===== config.mk =====
export PLATFORM = sky130hd
export DESIGN_NAME = line_flyback_phase_loop
export DESIGN_NICKNAME = d
export VERILOG_FILES = /design/src/rtl/line_phase_pkg.sv /design/src/rtl/fbk_edge_capture.sv /design/src/rtl/phase_err_calc.sv /design/src/rtl/phase_offset_reg.sv /design/src/rtl/line_flyback_phase_loop.sv
export SDC_FILE = /design/constraint.sdc
export NUM_CORES = 1
export LEC_CHECK = 0
export BUFFER_PORTS_ARGS = -buffer_cell sky130_fd_sc_hd__buf_2
export CAP_MARGIN = 30
export CORE_MARGIN = 8
export CORE_UTILIZATION = 26
export DETAILED_ROUTE_END_ITERATION = 6
export PLACE_DENSITY = 0.45
export SLEW_MARGIN = 30
export SYNTH_ARGS = -nofsm -noshare
export SYNTH_HDL_FRONTEND = slang
export SYNTH_SLANG_ARGS = --single-unit

===== constraint.sdc =====
create_clock -name clk -period 6.9 [get_ports clk]
set_input_delay 1.725 -clock clk [delete_from_list [all_inputs] [get_ports clk]]
set_output_delay 1.725 -clock clk [all_outputs]
set_load 0.02 [all_outputs]

===== src/rtl/line_phase_pkg.sv =====
package line_phase_pkg;

   // Rounding variant applied to the scaled error.
   typedef enum logic [0:0] {
      RND_FLOOR   = 1'b0,
      RND_HALF_UP = 1'b1
   } round_mode_e;

   // Largest counter width the block accepts.
   localparam int unsigned MAX_CW = 16;

   // Largest synchroniser depth the block accepts.
   localparam int unsigned MAX_SYNC = 3;

endpackage


===== src/rtl/fbk_edge_capture.sv =====
module fbk_edge_capture #(
   parameter int unsigned CW          = 12,
   parameter int unsigned SYNC_STAGES = 0
) (
   input  logic          clk,
   input  logic          rst_n,
   input  logic          flyback,
   input  logic [CW-1:0] line_cnt,
   input  logic          eol,
   output logic [CW-1:0] rise_cnt,
   output logic [CW-1:0] fall_cnt,
   output logic          pulse_ok
);

   logic fb_s;
   logic fb_q;
   logic seen_rise;
   logic seen_fall;
   logic rise_ev;
   logic fall_ev;

   // Optional resynchronisation of the flyback pulse.
   generate
      if (SYNC_STAGES == 0) begin : g_nosync
         assign fb_s = flyback;
      end else begin : g_sync
         logic [SYNC_STAGES-1:0] sync_q;
         always_ff @(posedge clk) begin
            if (!rst_n) begin
               sync_q <= '0;
            end else begin
               sync_q <= SYNC_STAGES'({sync_q, flyback});
            end
         end
         assign fb_s = sync_q[SYNC_STAGES-1];
      end
   endgenerate

   assign rise_ev = fb_s & ~fb_q & ~seen_rise;
   assign fall_ev = ~fb_s & fb_q & seen_rise & ~seen_fall;

   always_ff @(posedge clk) begin
      if (!rst_n) begin
         fb_q      <= 1'b0;
         seen_rise <= 1'b0;
         seen_fall <= 1'b0;
         rise_cnt  <= '0;
         fall_cnt  <= '0;
      end else begin
         fb_q <= fb_s;
         if (eol) begin
            seen_rise <= 1'b0;
            seen_fall <= 1'b0;
         end else if (rise_ev) begin
            rise_cnt  <= line_cnt;
            seen_rise <= 1'b1;
         end else if (fall_ev) begin
            fall_cnt  <= line_cnt;
            seen_fall <= 1'b1;
         end
      end
   end

   assign pulse_ok = seen_rise & seen_fall;

endmodule


===== src/rtl/phase_err_calc.sv =====
module phase_err_calc
   import line_phase_pkg::*;
#(
   parameter int unsigned CW     = 12,
   parameter int unsigned KSHIFT = 1,
   parameter round_mode_e ROUND  = RND_FLOOR,
   localparam int unsigned EW    = CW + 3
) (
   input  logic [CW-1:0]        rise_cnt,
   input  logic [CW-1:0]        fall_cnt,
   input  logic [CW-1:0]        phase,
   input  logic [CW-1:0]        ref_pos,
   output logic signed [EW-1:0] corr
);

   logic [CW:0]          pair_sum;
   logic [CW-1:0]        centre;
   logic signed [EW-1:0] err;

   assign pair_sum = {1'b0, rise_cnt} + {1'b0, fall_cnt};
   assign centre   = CW'(pair_sum >> 1);
   assign err      = $signed({3'b000, centre})
                   - $signed({3'b000, phase})
                   - $signed({3'b000, ref_pos});

   generate
      if (ROUND == RND_FLOOR) begin : g_floor
         assign corr = err >>> KSHIFT;
      end else begin : g_half_up
         localparam logic signed [EW-1:0] HALF = EW'(2 ** (KSHIFT - 1));
         logic signed [EW-1:0] biased;
         assign biased = err + HALF;
         assign corr   = biased >>> KSHIFT;
      end
   endgenerate

endmodule


===== src/rtl/phase_offset_reg.sv =====
module phase_offset_reg #(
   parameter int unsigned CW      = 12,
   parameter int unsigned LIM_NUM = 379,
   parameter int unsigned LIM_SH  = 10,
   localparam int unsigned EW     = CW + 3
) (
   input  logic                 clk,
   input  logic                 rst_n,
   input  logic                 eol,
   input  logic                 pulse_ok,
   input  logic signed [EW-1:0] corr,
   input  logic [CW-1:0]        line_len,
   output logic [CW-1:0]        phase_q,
   output logic                 missing_q
);

   logic signed [EW-1:0] sum;
   logic [CW-1:0]        lim;
   logic [CW-1:0]        nxt;

   assign sum = $signed({3'b000, phase_q}) + corr;
   assign lim = CW'((32'(line_len) * 32'(LIM_NUM)) >> LIM_SH);

   always_comb begin
      if (sum < 0) begin
         nxt = '0;
      end else if (sum > $signed({3'b000, lim})) begin
         nxt = lim;
      end else begin
         nxt = sum[CW-1:0];
      end
   end

   always_ff @(posedge clk) begin
      if (!rst_n) begin
         phase_q   <= '0;
         missing_q <= 1'b0;
      end else if (eol) begin
         if (pulse_ok) begin
            phase_q   <= nxt;
            missing_q <= 1'b0;
         end else begin
            missing_q <= 1'b1;
         end
      end
   end

endmodule


===== src/rtl/line_flyback_phase_loop.sv =====
module line_flyback_phase_loop
   import line_phase_pkg::*;
#(
   parameter int unsigned CW          = 12,
   parameter int unsigned KSHIFT      = 1,
   parameter round_mode_e ROUND       = RND_FLOOR,
   parameter int unsigned LIM_NUM     = 379,
   parameter int unsigned LIM_SH      = 10,
   parameter int unsigned SYNC_STAGES = 0
) (
   input  logic          clk,
   input  logic          rst_n,
   input  logic [CW-1:0] line_cnt,
   input  logic [CW-1:0] line_len,
   input  logic [CW-1:0] ref_pos,
   input  logic          flyback,
   output logic [CW-1:0] phase_off,
   output logic          hout_start,
   output logic          fb_missing
);

   localparam int unsigned EW = CW + 3;

   // Elaboration-time parameter checks.
   generate
      if (CW < 4 || CW > MAX_CW) begin : g_bad_cw
         $error("line_flyback_phase_loop: CW out of range");
      end
      if (KSHIFT < 1 || KSHIFT >= CW) begin : g_bad_k
         $error("line_flyback_phase_loop: KSHIFT out of range");
      end
      if (LIM_SH > 15 || LIM_NUM > (2 ** LIM_SH)) begin : g_bad_lim
         $error("line_flyback_phase_loop: limit ratio must not exceed one");
      end
      if (SYNC_STAGES > MAX_SYNC) begin : g_bad_sync
         $error("line_flyback_phase_loop: SYNC_STAGES too large");
      end
   endgenerate

   logic                 eol;
   logic [CW-1:0]        rise_cnt;
   logic [CW-1:0]        fall_cnt;
   logic                 pulse_ok;
   logic signed [EW-1:0] corr;

   assign eol = (line_cnt == (line_len - CW'(1)));

   fbk_edge_capture #(
      .CW          (CW),
      .SYNC_STAGES (SYNC_STAGES)
   ) u_cap (
      .clk      (clk),
      .rst_n    (rst_n),
      .flyback  (flyback),
      .line_cnt (line_cnt),
      .eol      (eol),
      .rise_cnt (rise_cnt),
      .fall_cnt (fall_cnt),
      .pulse_ok (pulse_ok)
   );

   phase_err_calc #(
      .CW     (CW),
      .KSHIFT (KSHIFT),
      .ROUND  (ROUND)
   ) u_err (
      .rise_cnt (rise_cnt),
      .fall_cnt (fall_cnt),
      .phase    (phase_off),
      .ref_pos  (ref_pos),
      .corr     (corr)
   );

   phase_offset_reg #(
      .CW      (CW),
      .LIM_NUM (LIM_NUM),
      .LIM_SH  (LIM_SH)
   ) u_off (
      .clk       (clk),
      .rst_n     (rst_n),
      .eol       (eol),
      .pulse_ok  (pulse_ok),
      .corr      (corr),
      .line_len  (line_len),
      .phase_q   (phase_off),
      .missing_q (fb_missing)
   );

   assign hout_start = (line_cnt == phase_off);

endmodule


# Word level (Yosys, flattened, before mapping)
# Cells that the tools add are included.
# op_classes
addsub	5
n_mul	1
n_lt_le_gt_ge	2
eq_ne	2
n_mux	3
bitwise	13
n_reduce_logical	5
# op_table
op	n
12-bit equality test	2
12-bit two-way mux	2
12-bit by 9-bit multiplier with 21-bit output (second input constant)	1
13-bit by 13-bit adder with 14-bit output	1
14-bit by 12-bit greater-than comparator with 1-bit output	1
14-bit by 1-bit less-than comparator with 1-bit output (second input constant)	1
13-bit by 13-bit subtractor with 14-bit output	1
12-bit by 12-bit adder with 13-bit output	1
12-bit by 12-bit subtractor with 13-bit output	1
12-bit by 1-bit subtractor with 12-bit output (second input constant)	1
1-bit NOT	7
1-bit AND	6
2-bit AND reduction	3
3-bit AND reduction	1
2-bit OR reduction	1
1-bit two-way mux	1
# word_totals
regBits	40
inputBits	39
out_inout_bits	14
wordCells	38

# Longest topological paths before layout
# Gate-level depths: netlist (run 1).
# logic_depth
ltp_word	7
depth_mapped	35
mapped_depth_nobuf	34

# By module
# Synthesis (run 1) repeated with hierarchy kept, for this count alone.
# unflattened
cells_unflattened	832
hier_area_um2	7029.2
# modules_own_cells
module	n_inst	cells_per_inst	area_per_inst_um2	seq_area_each_um2
phase_offset_reg	1	406	3757.4	260.2
phase_err_calc	1	227	1617.8	0.0
fbk_edge_capture	1	119	1068.5	540.5
line_flyback_phase_loop	1	80	585.6	0.0

# Worst setup path before layout (run 1)
# OpenSTA, ideal clock, no wires.
# synth_timing
path_kind	input to register
startpoint	in line_len[8]
endpoint	reg u_off.phase_q[9]
setup_ps	118
arrival_ps	6956
required_time_ps	6782
slack_ps	-174
cell_stages	24
n_path_buf	1
cell_sequence	inv_1 fa_1 inv_1 fa_1 fa_1 fa_1 ha_1 a21o_1 a21o_1 a21oi_1 o21ai_2 and2_1 a21oi_1 xnor2_1 inv_1 ha_1 nand2_1 nor3_1 a21oi_1 a32o_1 nor4_2 buf_6 mux2i_1 o21ai_1
# synth_between
elab_chain_cells	4
word_cells_on_any_way	7
cone_classes	add/sub (1); mul (1); order compare (1); eq/ne (1); mux (2); reduce/logical (1)
# synth_lines
element	line_no	text
start: declaration	line_flyback_phase_loop.sv:14	input logic [CW-1:0] line_len,
12-bit by 9-bit multiplier with 21-bit output	phase_offset_reg.sv:22	assign lim = CW'((32'(line_len) * 32'(LIM_NUM)) >> LIM_SH);
14-bit by 12-bit greater-than comparator with 1-bit output	phase_offset_reg.sv:27	end else if (sum > $signed({3'b000, lim})) begin
12-bit two-way mux	phase_offset_reg.sv:27	
12-bit two-way mux	phase_offset_reg.sv:25	if (sum < 0) begin
end signal: assignment	phase_offset_reg.sv:40	phase_q <= nxt;
end: declaration	phase_offset_reg.sv:13	output logic [CW-1:0] phase_q,
# Several ways; a longest one is shown, not always the timed one.
# A chain may end at the register's enable or synchronous reset.

# Worst setup path in the final report (run 1)
# layout_timing
startpoint	in line_len[4]
endpoint	reg u_off.phase_q[4]
# The elaborated chain is that of the path after synthesis.

==> impl_metrics.csv, run 1 <==
group,metric,value,unit
outcome,status,"finished with violations",
outcome,violations,"negative setup slack",
layout,layout_common_cells,"ha_1 (109), inv_1 (108), buf_4 (89)",
global_route,first_global_vias,5964,
pwr,pwr-share-comb,85.1,%
synth,synth-edff-count,0,
critical_path,r2r-start,"u_cap.rise_cnt[1]",
synth,synth.net_count,975,
floorplan,start_util,26.5,%
timing,hold_viol,0,
floorplan,rows,58,
cts,cts.path.max_buffers,2,
critical_path,worstSetupPathType,"input pin to register",
detailed_routing,antenna_left,0,
pwr,powerDensity,407,nW/um^2
pwr,vdd_drop_max,0.000270,V
pwr,fin_total_pwr,3530,uW
critical_path,slowest_stage,"fa_1",
critical_path,cp_common_cell,"fa_1",
synth,synthCells,760,
detailed_routing,drc_errors,0,
floorplan,die_h,176,microns
critical_path,worst-path-buf-inv,4,
synth,ys_types,64,
pwr,p_sw_share,42.8,%
worst_hold_path,whs_path_depth,2,
synth,synth_ff_type,"dfxtp_1",
layout,diodes,0,
synth,async_flop_share,0,%
timing,finalCriticalPeriod,7010,ps
timing,final.setup.worst_slack,-108,ps
cts,path_clk_slew,60,ps
synth,synth_top_area_share,23.5,%
cts,cts.htree.levels,2,
critical_path,worstReg2RegEnd,"u_off.phase_q[4]",
synth,yosysTopAreaCell,"ha_1",
cts,cts_made_buffers,5,
place,place_ws,-567,ps
cts,clk_latency,290,ps
worst_hold_path,min_to,"u_off.missing_q",
cts,cts_tree,"yes",
pwr,p_leak,0.00413,uW
flow_run,cap_violations,0,
layout,fin_nets,1121,
critical_path,cp_top_family,"adder cells",
place,dpl.cell_count,1212,
timing,worstMarginPinSlew,906,ps
place,post-dp-hpwl,15600,microns
detailed_routing,drt_first_pass_iters,4,
layout,stdcell_count,1237,
detailed_routing,wl,18600,microns
floorplan,ios,53,
synth,syn_area_per_cell,8.77,sq um
cts,cts.sinks,40,
synth,netlist_area,6670,sq um
critical_path,slowest_delay,590,ps
critical_path,reg2reg_setup_slack,250,ps
detailed_routing,via_per_inst,4.44,
detailed_routing,wl_per_cell,15.1,microns
timing,fin_worst_skew,3.11,ps
critical_path,ff2ff_path_depth,33,
critical_path,startpoint_type,"input pin",
synth,synthTopCellsByArea,"ha_1 (23%), fa_1 (15%), dfxtp_1 (12%)",
global_route,antenna_found_initial,0,
pwr,power.share.sequential,6.8,%
synth,ys_warn_count,0,
global_route,grt_max_degree,29,
floorplan,die-area,31000,sq um
layout,fin_util,34.4,%
detailed_routing,vias,5496,
pwr,clock_power_share,8.0,%
layout,syn_to_final_growth,30.1,%
pwr,power.internal,2020,uW
critical_path,crit_arrival,7180,ps
global_route,grt_pass1_wl,30700,microns
place,place.gp.congestion,0.791,
timing,maxSlewViolCount,0,
timing,setup_viol,11,
floorplan,dieWidth,176,microns
pwr,p_sw,1510,uW
critical_path,endpoint_kind,"register",
timing,rsz0062_at_grt,"yes",
worst_hold_path,min_from,"u_off.missing_q",
layout,final_common_cell,"ha_1",
cts,ctsHoldBuffers,0,
timing,slew_headroom,39.4,%
layout,drive_gt1_share,26.2,%
synth,ys_ff_latch,40,
critical_path,worstPathMaxFanout,5,
global_route,grt_use_total,12.4,%
floorplan,coreArea,25200,sq um
global_route,overflow,0,
cts,cts-root-buf,"clkbuf_16",
place,io_buffers,52,
timing,fin_crit_sh,102,%
timing,fmax,143,MHz
detailed_routing,drtIter0Drc,228,
worst_hold_path,hold_class,"register to register",
critical_path,cp.required,7080,ps
synth,yosysSeqAreaShare,12.0,%
[Yosys cell counts, types with 2 or more instances]
| master | number |
|---|---|
| o21ai_1 | 19 |
| o41ai_1 | 3 |
| dfxtp_1 | 40 |
| buf_4 | 2 |
| nand4_1 | 7 |
| nor4_1 | 2 |
| a41oi_2 | 2 |
| a31o_2 | 2 |
| and2_1 | 4 |
| ha_1 | 125 |
| a31oi_1 | 2 |
| nand4b_1 | 2 |
| xor2_1 | 16 |
| nand2b_1 | 9 |
| xnor2_1 | 58 |
| o31ai_1 | 2 |
| o21bai_1 | 3 |
| nand2_1 | 37 |
| a21boi_0 | 3 |
| o21ai_0 | 14 |
| clkbuf_1 | 3 |
| inv_1 | 122 |
| mux2i_1 | 35 |
| nor2_1 | 43 |
| o21ai_2 | 2 |
| a211oi_1 | 4 |
| nor3_1 | 15 |
| a21oi_2 | 3 |
| buf_2 | 2 |
| a21o_1 | 9 |
| a31o_1 | 2 |
| a21oi_1 | 35 |
| nand3_1 | 10 |
| a21boi_1 | 5 |
| fa_1 | 51 |
| o21a_1 | 7 |
| nor2b_1 | 33 |
[state kept, by name (all words and copies together), names as in the netlist]
name and cells:
u_cap.fall_cnt 12, u_cap.fb_q 1, u_cap.rise_cnt 12, u_cap.seen_fall 1
u_cap.seen_rise 1, u_off.missing_q 1, u_off.phase_q 12
[cell type report]
type	count	area (sq um)
Tap cell	330	413
Fill cell	2630	16500
Clock inverter	2	38.8
Sequential cell	40	801
Timing Repair Buffer	147	1050
Clock buffer	6	139
Multi-Input combinational cell	589	5740
Inverter	123	489
[worst min-delay path, stage by stage, from the launching register on]
cell	delay (ps)
dfxtp_1	300
inv_1	40
a21boi_0	60
[metrics by stage]
stage | area [sq um] | setup TNS (ps) | hold slack, ps
3_5_place_dp | 7930 | -5020 | 455
5_1_grt | 8670 | -3290 | 513
4_1_cts | 8460 | -161 | 465
6_report | 8670 | -782 | 457
3_3_place_gp | 7920 | -4450 | 447
2_1_floorplan | 6700 | 0 | 478
[kinds of logic after synthesis]
kind of cell	after synthesis	share of synthesized area [%]
AO/OA/AOI/OAI	131	13.1
AND/OR/NAND/NOR	171	12.9
XOR/XNOR	75	9.97
multiplexers	36	5.42
flip-flops	40	12.0
adder cells (fa/ha/maj)	176	38.8
buffers and inverters	131	7.85
[power groups by stage]
stage                     Clock [uW]  Combinational (uW)  Sequential, uW
after floorplan                    0                1450             245
after global placement             0                2300             247
after detailed placement           0                2280             247
after CTS                        291                2750             241
after global routing             299                3350             242
final                            284                3010             241
[per-layer routing]
layer  vias to the layer above  share of wire (%)  wire, microns  global-route usage [%]
li1                       2847                  -              -                       -
met1                      2568                 46           8670                    15.4
met2                        63                 48           9020                    22.0
met3                        18                3.5            656                    2.22
met4                         0                1.6            305                    2.23
met5                         -                  0              0                       0
[worst max path at each step]
| stage | from | cells past startpoint | end |
|---|---|---|---|
| after floorplan | line_len[9] | 28 | u_off.phase_q[9] |
| after global placement | line_len[8] | 28 | u_off.phase_q[1] |
| after detailed placement | line_len[7] | 28 | u_off.phase_q[1] |
| after CTS | line_len[8] | 28 | u_off.phase_q[1] |
| after global routing | line_len[1] | 27 | u_off.phase_q[2] |
| final | line_len[4] | 25 | u_off.phase_q[4] |
[timing repair]
item                                    CTS  global route
buffers inserted                         10             6
gates resized for setup                  54            36
pin swaps                                39            43
gates cloned                              1             0
endpoints found under the setup margin   11            11
No activity file was read; power rests on OpenSTA's default activity.
==> run 2: changes to the inputs <==
--- a/config.mk
+++ b/config.mk
@@ -11,6 +11,7 @@
 export CORE_UTILIZATION = 26
 export DETAILED_ROUTE_END_ITERATION = 6
 export PLACE_DENSITY = 0.45
+export REMOVE_ABC_BUFFERS = 1
 export SLEW_MARGIN = 30
 export SYNTH_ARGS = -nofsm -noshare
 export SYNTH_HDL_FRONTEND = slang
==> impl_metrics.csv, run 2 (same netlist as run 1, synthesis figures left out) <==
group,metric,value,unit
layout,fill_cells,2595,
place,place.gp.congestion,0.771,
worst_hold_path,hold_class,"register to register",
timing,finalCriticalPeriod,6840,ps
timing,fmax,146,MHz
layout,reg.largest.list,"u_cap.fall_cnt: 12 flops, u_cap.rise_cnt: 12 flops, u_off.phase_q: 12 flops",
cts,cts_made_buffers,5,
cts,cts.sinks,40,
layout,syn_to_final_growth,28.9,%
global_route,grt_util_met1,15.9,%
global_route,overflow,0,
timing,hold_viol,0,
layout,seqCellArea,801,sq um
cts,cts-root-buf,"clkbuf_16",
cts,cts_tree,"yes",
global_route,grt_use_met2,21.2,%
critical_path,slowest_stage,"fa_1",
detailed_routing,drc_errors,0,
global_route,busiest_layer,"met2",
critical_path,worstPathMaxFanout,6,
pwr,vdd_drop_max,0.000309,V
layout,layout_common_cells,"inv_1 (112), ha_1 (106), buf_4 (81)",
floorplan,start_util,26.5,%
cts,cts.path.max_buffers,2,
timing,rsz0062_at_grt,"yes",
critical_path,slowest_delay,540,ps
place,io_buffers,52,
layout,fin_util,34.1,%
critical_path,crit_arrival,7020,ps
layout,drive_gt1_share,25.6,%
place,post-dp-hpwl,15600,microns
cts,ctsHoldBuffers,0,
layout,multi_input_area,5720,sq um
timing,maxSlewViolCount,0,
layout,diodes,0,
critical_path,endpoint_kind,"register",
global_route,grt_use_total,12.1,%
floorplan,die_h,176,microns
timing,worstMarginPinSlew,915,ps
floorplan,die-area,31000,sq um
flow_run,cap_violations,0,
floorplan,rows,58,
global_route,grt_max_degree,29,
detailed_routing,drt_first_pass_iters,4,
cts,clk_latency,290,ps
place,place_ws,-680,ps
global_route,grt_pass1_wl,30200,microns
detailed_routing,wl,18300,microns
floorplan,coreArea,25200,sq um
global_route,first_global_vias,5747,
timing,fin_crit_sh,99.1,%
detailed_routing,antenna_left,0,
timing,fin_worst_skew,5.65,ps
global_route,met3_usage,1.09,%
cts,cts.htree.levels,2,
floorplan,dieWidth,176,microns
critical_path,worstSetupPathType,"input pin to register",
floorplan,ios,53,
detailed_routing,drtIter0Drc,166,
detailed_routing,via_per_inst,4.41,
detailed_routing,wl_per_cell,14.9,microns
layout,final_common_cell,"inv_1",
detailed_routing,vias,5423,
critical_path,cp.required,7080,ps
pwr,powerDensity,391,nW/um^2
critical_path,cp_common_cell,"fa_1",
global_route,antenna_found_initial,0,
outcome,status,"finished clean",
pwr,p_leak,0.00409,uW
critical_path,startpoint_type,"input pin",
pwr,fin_total_pwr,3360,uW
layout,fin_nets,1113,
timing,slew_headroom,38.8,%
cts,path_clk_slew,70,ps
timing,setup_viol,0,
timing,final.setup.worst_slack,61.8,ps
-- run 2: changes by cell type in the layout (fill, tap and decap cells not counted), moves of 3 or more --
cell	previous run	this run
ha_1	109	106
inv_2	11	7
buf_4	89	81
ha_2	0	5
buf_6	7	10
inv_4	0	3
inv_1	108	112
-- run 2: cell type report --
| class | count | area share (%) |
|---|---|---|
| Inverter | 123 | 5.62 |
| Clock buffer | 6 | 1.62 |
| Timing Repair Buffer | 139 | 11.6 |
| Clock inverter | 2 | 0.451 |
| Sequential cell | 40 | 9.32 |
| Multi-Input combinational cell | 589 | 66.6 |
| Tap cell | 330 | 4.80 |
-- run 2: worst max-delay path: cells and delay by family --
kind                     cells  cell delay [ps]
AND/OR/NAND/NOR              4              690
adder cells (fa/ha/maj)      6             2280
buffers and inverters        6              760
multiplexers                 1              200
AO/OA/AOI/OAI                8             1360
-- run 2: what timing repair did --
action | CTS | global route
endpoints found under the setup margin | 11 | 11
buffers inserted | 7 | 5
gates resized for setup | 48 | 50
cloned | 0 | 0
pin swaps | 32 | 50
-- run 2: routing by layer --
layer,up-vias,routed length (microns)
li1,2812,-
met1,2549,8890
met2,47,8810
met3,15,297
met4,0,311
met5,-,0
-- run 2: final timing paths --
path	start	end	slack (ps)	depth (start not counted)
setup reg to reg	u_cap.rise_cnt[1]	u_off.phase_q[10]	390	32
hold / removal	u_off.missing_q	u_off.missing_q	460	2
setup / recovery	line_len[4]	u_off.phase_q[10]	60	25
hold reg to reg	u_off.missing_q	u_off.missing_q	460	2
-- run 2: power by group --
part	leakage [uW]	switching [uW]	internal [uW]	total (uW)
clock	0.0000871	103	181	285
sequential	0.000325	4.14	237	241
combinational	0.00368	1330	1510	2840
-- run 2: through the flow --
step / cell area (sq um) / cells / setup TNS [ps] / hold WS (ps)
3_5_place_dp: 7870 / 1209 / -6450 / 453
5_1_grt: 8600 / 1229 / -2240 / 477
4_1_cts: 8330 / 1224 / -453 / 463
6_report: 8600 / 1229 / 0 / 456
3_3_place_gp: 7860 / 1208 / -5560 / 449
2_1_floorplan: 6620 / 752 / -8360 / 478
==> run 3: changes to the inputs <==
--- a/config.mk
+++ b/config.mk
@@ -8,11 +8,12 @@
 export BUFFER_PORTS_ARGS = -buffer_cell sky130_fd_sc_hd__buf_2
 export CAP_MARGIN = 30
 export CORE_MARGIN = 8
-export CORE_UTILIZATION = 26
+export CORE_UTILIZATION = 49
 export DETAILED_ROUTE_END_ITERATION = 6
-export PLACE_DENSITY = 0.45
+export PLACE_DENSITY = 0.73
 export REMOVE_ABC_BUFFERS = 1
 export SLEW_MARGIN = 30
 export SYNTH_ARGS = -nofsm -noshare
 export SYNTH_HDL_FRONTEND = slang
+export SYNTH_HIERARCHICAL = 1
 export SYNTH_SLANG_ARGS = --single-unit
==> impl_metrics.csv, run 3 <==
group,metric,value,unit
outcome,status,"finished with violations",
outcome,violations,"negative setup slack",
pwr,p_leak,0.00400,uW
pwr,vdd_drop_max,0.000318,V
floorplan,start_util,50.4,%
global_route,first_global_vias,6123,
floorplan,coreArea,13900,sq um
timing,fmax,144,MHz
pwr,pwr-share-comb,84.5,%
critical_path,reg2reg_setup_slack,260,ps
layout,fin_util,62.6,%
critical_path,endpoint_kind,"register",
layout,drive_gt1_share,23.4,%
timing,setup_viol,9,
critical_path,crit_arrival,7120,ps
floorplan,ios,53,
synth,synth-edff-count,0,
flow_run,cap_violations,0,
global_route,grt_use_total,19.3,%
timing,fin_worst_skew,3.66,ps
detailed_routing,wl_per_cell,16.5,microns
layout,diodes,0,
detailed_routing,wl,18700,microns
place,dpl.cell_count,1109,
synth,synth_top_area_share,19.9,%
pwr,power.share.sequential,7.1,%
place,place.gp.congestion,0.906,
timing,finalCriticalPeriod,6970,ps
cts,cts.path.max_buffers,2,
cts,path_clk_slew,60,ps
place,io_buffers,52,
floorplan,die_h,136,microns
synth,synth.most_common_cell,"inv_1",
pwr,p_sw_share,46.3,%
global_route,overflow,0,
cts,cts-root-buf,"clkbuf_16",
detailed_routing,drtIter0Drc,327,
timing,worstMarginPinSlew,861,ps
layout,fin_nets,1153,
detailed_routing,antenna_left,0,
synth,async_flop_share,0,%
floorplan,dieWidth,136,microns
layout,fill_cells,1179,
synth,ys_warn_count,6,
worst_hold_path,hold_class,"register to register",
critical_path,cp.required,7050,ps
detailed_routing,drc_errors,0,
cts,ctsHoldBuffers,0,
critical_path,cp_common_cell,"inv_2",
pwr,p_sw,1570,uW
pwr,powerDensity,388,nW/um^2
synth,yosysSeqAreaShare,11.4,%
global_route,grt_pass1_wl,29200,microns
synth,ys_ff_latch,40,
layout,reg.largest.list,"u_cap/fall_cnt: 12 flops, u_cap/rise_cnt: 12 flops, u_off/phase_q: 12 flops",
cts,cts_tree,"yes",
timing,maxSlewViolCount,0,
synth,ys_types,79,
detailed_routing,via_per_inst,5.54,
critical_path,worstSetupPathType,"input pin to register",
timing,rsz0062_at_grt,"yes",
cts,cts_made_buffers,5,
synth,synth_ff_type,"dfxtp_1",
detailed_routing,drt_first_pass_iters,5,
pwr,clock_power_share,8.4,%
timing,fin_crit_sh,101,%
floorplan,die-area,18400,sq um
timing,hold_viol,0,
layout,syn_to_final_growth,24.2,%
global_route,antenna_found_initial,0,
place,place_ws,-632,ps
global_route,grt_max_degree,41,
layout,layout_common_cells,"inv_1 (106), ha_1 (102), nand2_1 (78)",
timing,slew_headroom,42.6,%
critical_path,slowest_delay,580,ps
critical_path,worstPathMaxFanout,6,
cts,cts.htree.levels,2,
timing,hold_slack,461,ps
synth,synthCells,832,
layout,stdcell_count,1133,
cts,cts.sinks,40,
synth,yosys-top-cells-count,"inv_1 (119), ha_1 (112), nand2_1 (80)",
critical_path,slowest_stage,"fa_2",
synth,syn_area_per_cell,8.45,sq um
critical_path,startpoint_type,"input pin",
timing,final.setup.worst_slack,-68.1,ps
pwr,power.internal,1820,uW
synth,synthTopCellsByArea,"ha_1 (20%), fa_1 (14%), dfxtp_1 (11%)",
floorplan,rows,43,
synth,netlist_area,7030,sq um
layout,final_common_cell,"inv_1",
synth,yosysTopAreaCell,"ha_1",
detailed_routing,vias,6273,
place,post-dp-hpwl,14200,microns
cts,clk_latency,290,ps
run 3: final timing paths:
| check | start | depth (start not counted) | end |
|---|---|---|---|
| min reg2reg | u_cap/rise_cnt[4] | 2 | u_cap/rise_cnt[4] |
| min | u_cap/rise_cnt[4] | 2 | u_cap/rise_cnt[4] |
| max reg2reg | u_cap/rise_cnt[2] | 28 | u_off/phase_q[7] |
| max | line_len[7] | 26 | u_off/phase_q[9] |
run 3: repair_timing:
item,4_1_cts,5_1_grt
pin swaps,39,35
setup buffers,10,8
gates resized for setup,44,76
endpoints found under the setup margin,10,10
run 3: area by class of cell:
cell class / count / area, sq um / area share (%)
inverter: 119 / 457 / 5.23
clock buffer: 6 / 139 / 1.59
clock inverter: 2 / 38.8 / 0.444
timing repair buffer: 129 / 963 / 11.0
multi-input combinational: 657 / 6100 / 69.9
sequential: 40 / 801 / 9.18
tap: 180 / 225 / 2.58
run 3: kinds of logic after synthesis:
family | Yosys count | synth area share [%]
adder cells (fa/ha/maj) | 162 | 34.2
XOR/XNOR | 68 | 8.58
buffers and inverters | 135 | 7.67
flip-flops | 40 | 11.4
AO/OA/AOI/OAI | 205 | 21.0
AND/OR/NAND/NOR | 209 | 15.3
multiplexers | 13 | 1.85
run 3: critical path, delay by kind of cell:
| family | cells | cell delay (ps) |
|---|---|---|
| AO/OA/AOI/OAI | 10 | 1910 |
| adder cells (fa/ha/maj) | 6 | 2620 |
| AND/OR/NAND/NOR | 3 | 310 |
| buffers and inverters | 7 | 550 |
run 3: power groups by stage:
| stage | Combinational (uW) | Sequential [uW] | Clock [uW] |
|---|---|---|---|
| 2_1_floorplan | 1380 | 245 | 0 |
| 3_3_place_gp | 2190 | 246 | 0 |
| 3_5_place_dp | 2220 | 247 | 0 |
| 4_1_cts | 2440 | 242 | 287 |
| 5_1_grt | 3150 | 242 | 297 |
| 6_report | 2860 | 242 | 283 |
run 3: stage by stage:
stage          area [sq um]  TNS (ps)  power, uW
3_5_place_dp           7910     -5670       2470
3_3_place_gp           7890     -3940       2440
2_1_floorplan          6940     -2440       1620
4_1_cts                8320         0       2970
6_report               8730      -409       3390
5_1_grt                8730     -2020       3680
run 3: layer usage:
metal	part of all wire [%]	wire length, microns	GRT usage [%]
met5	0	0	0
met4	2.2	412	5.80
met3	4.6	865	2.04
met2	49	9140	33.0
met1	44	8290	24.9
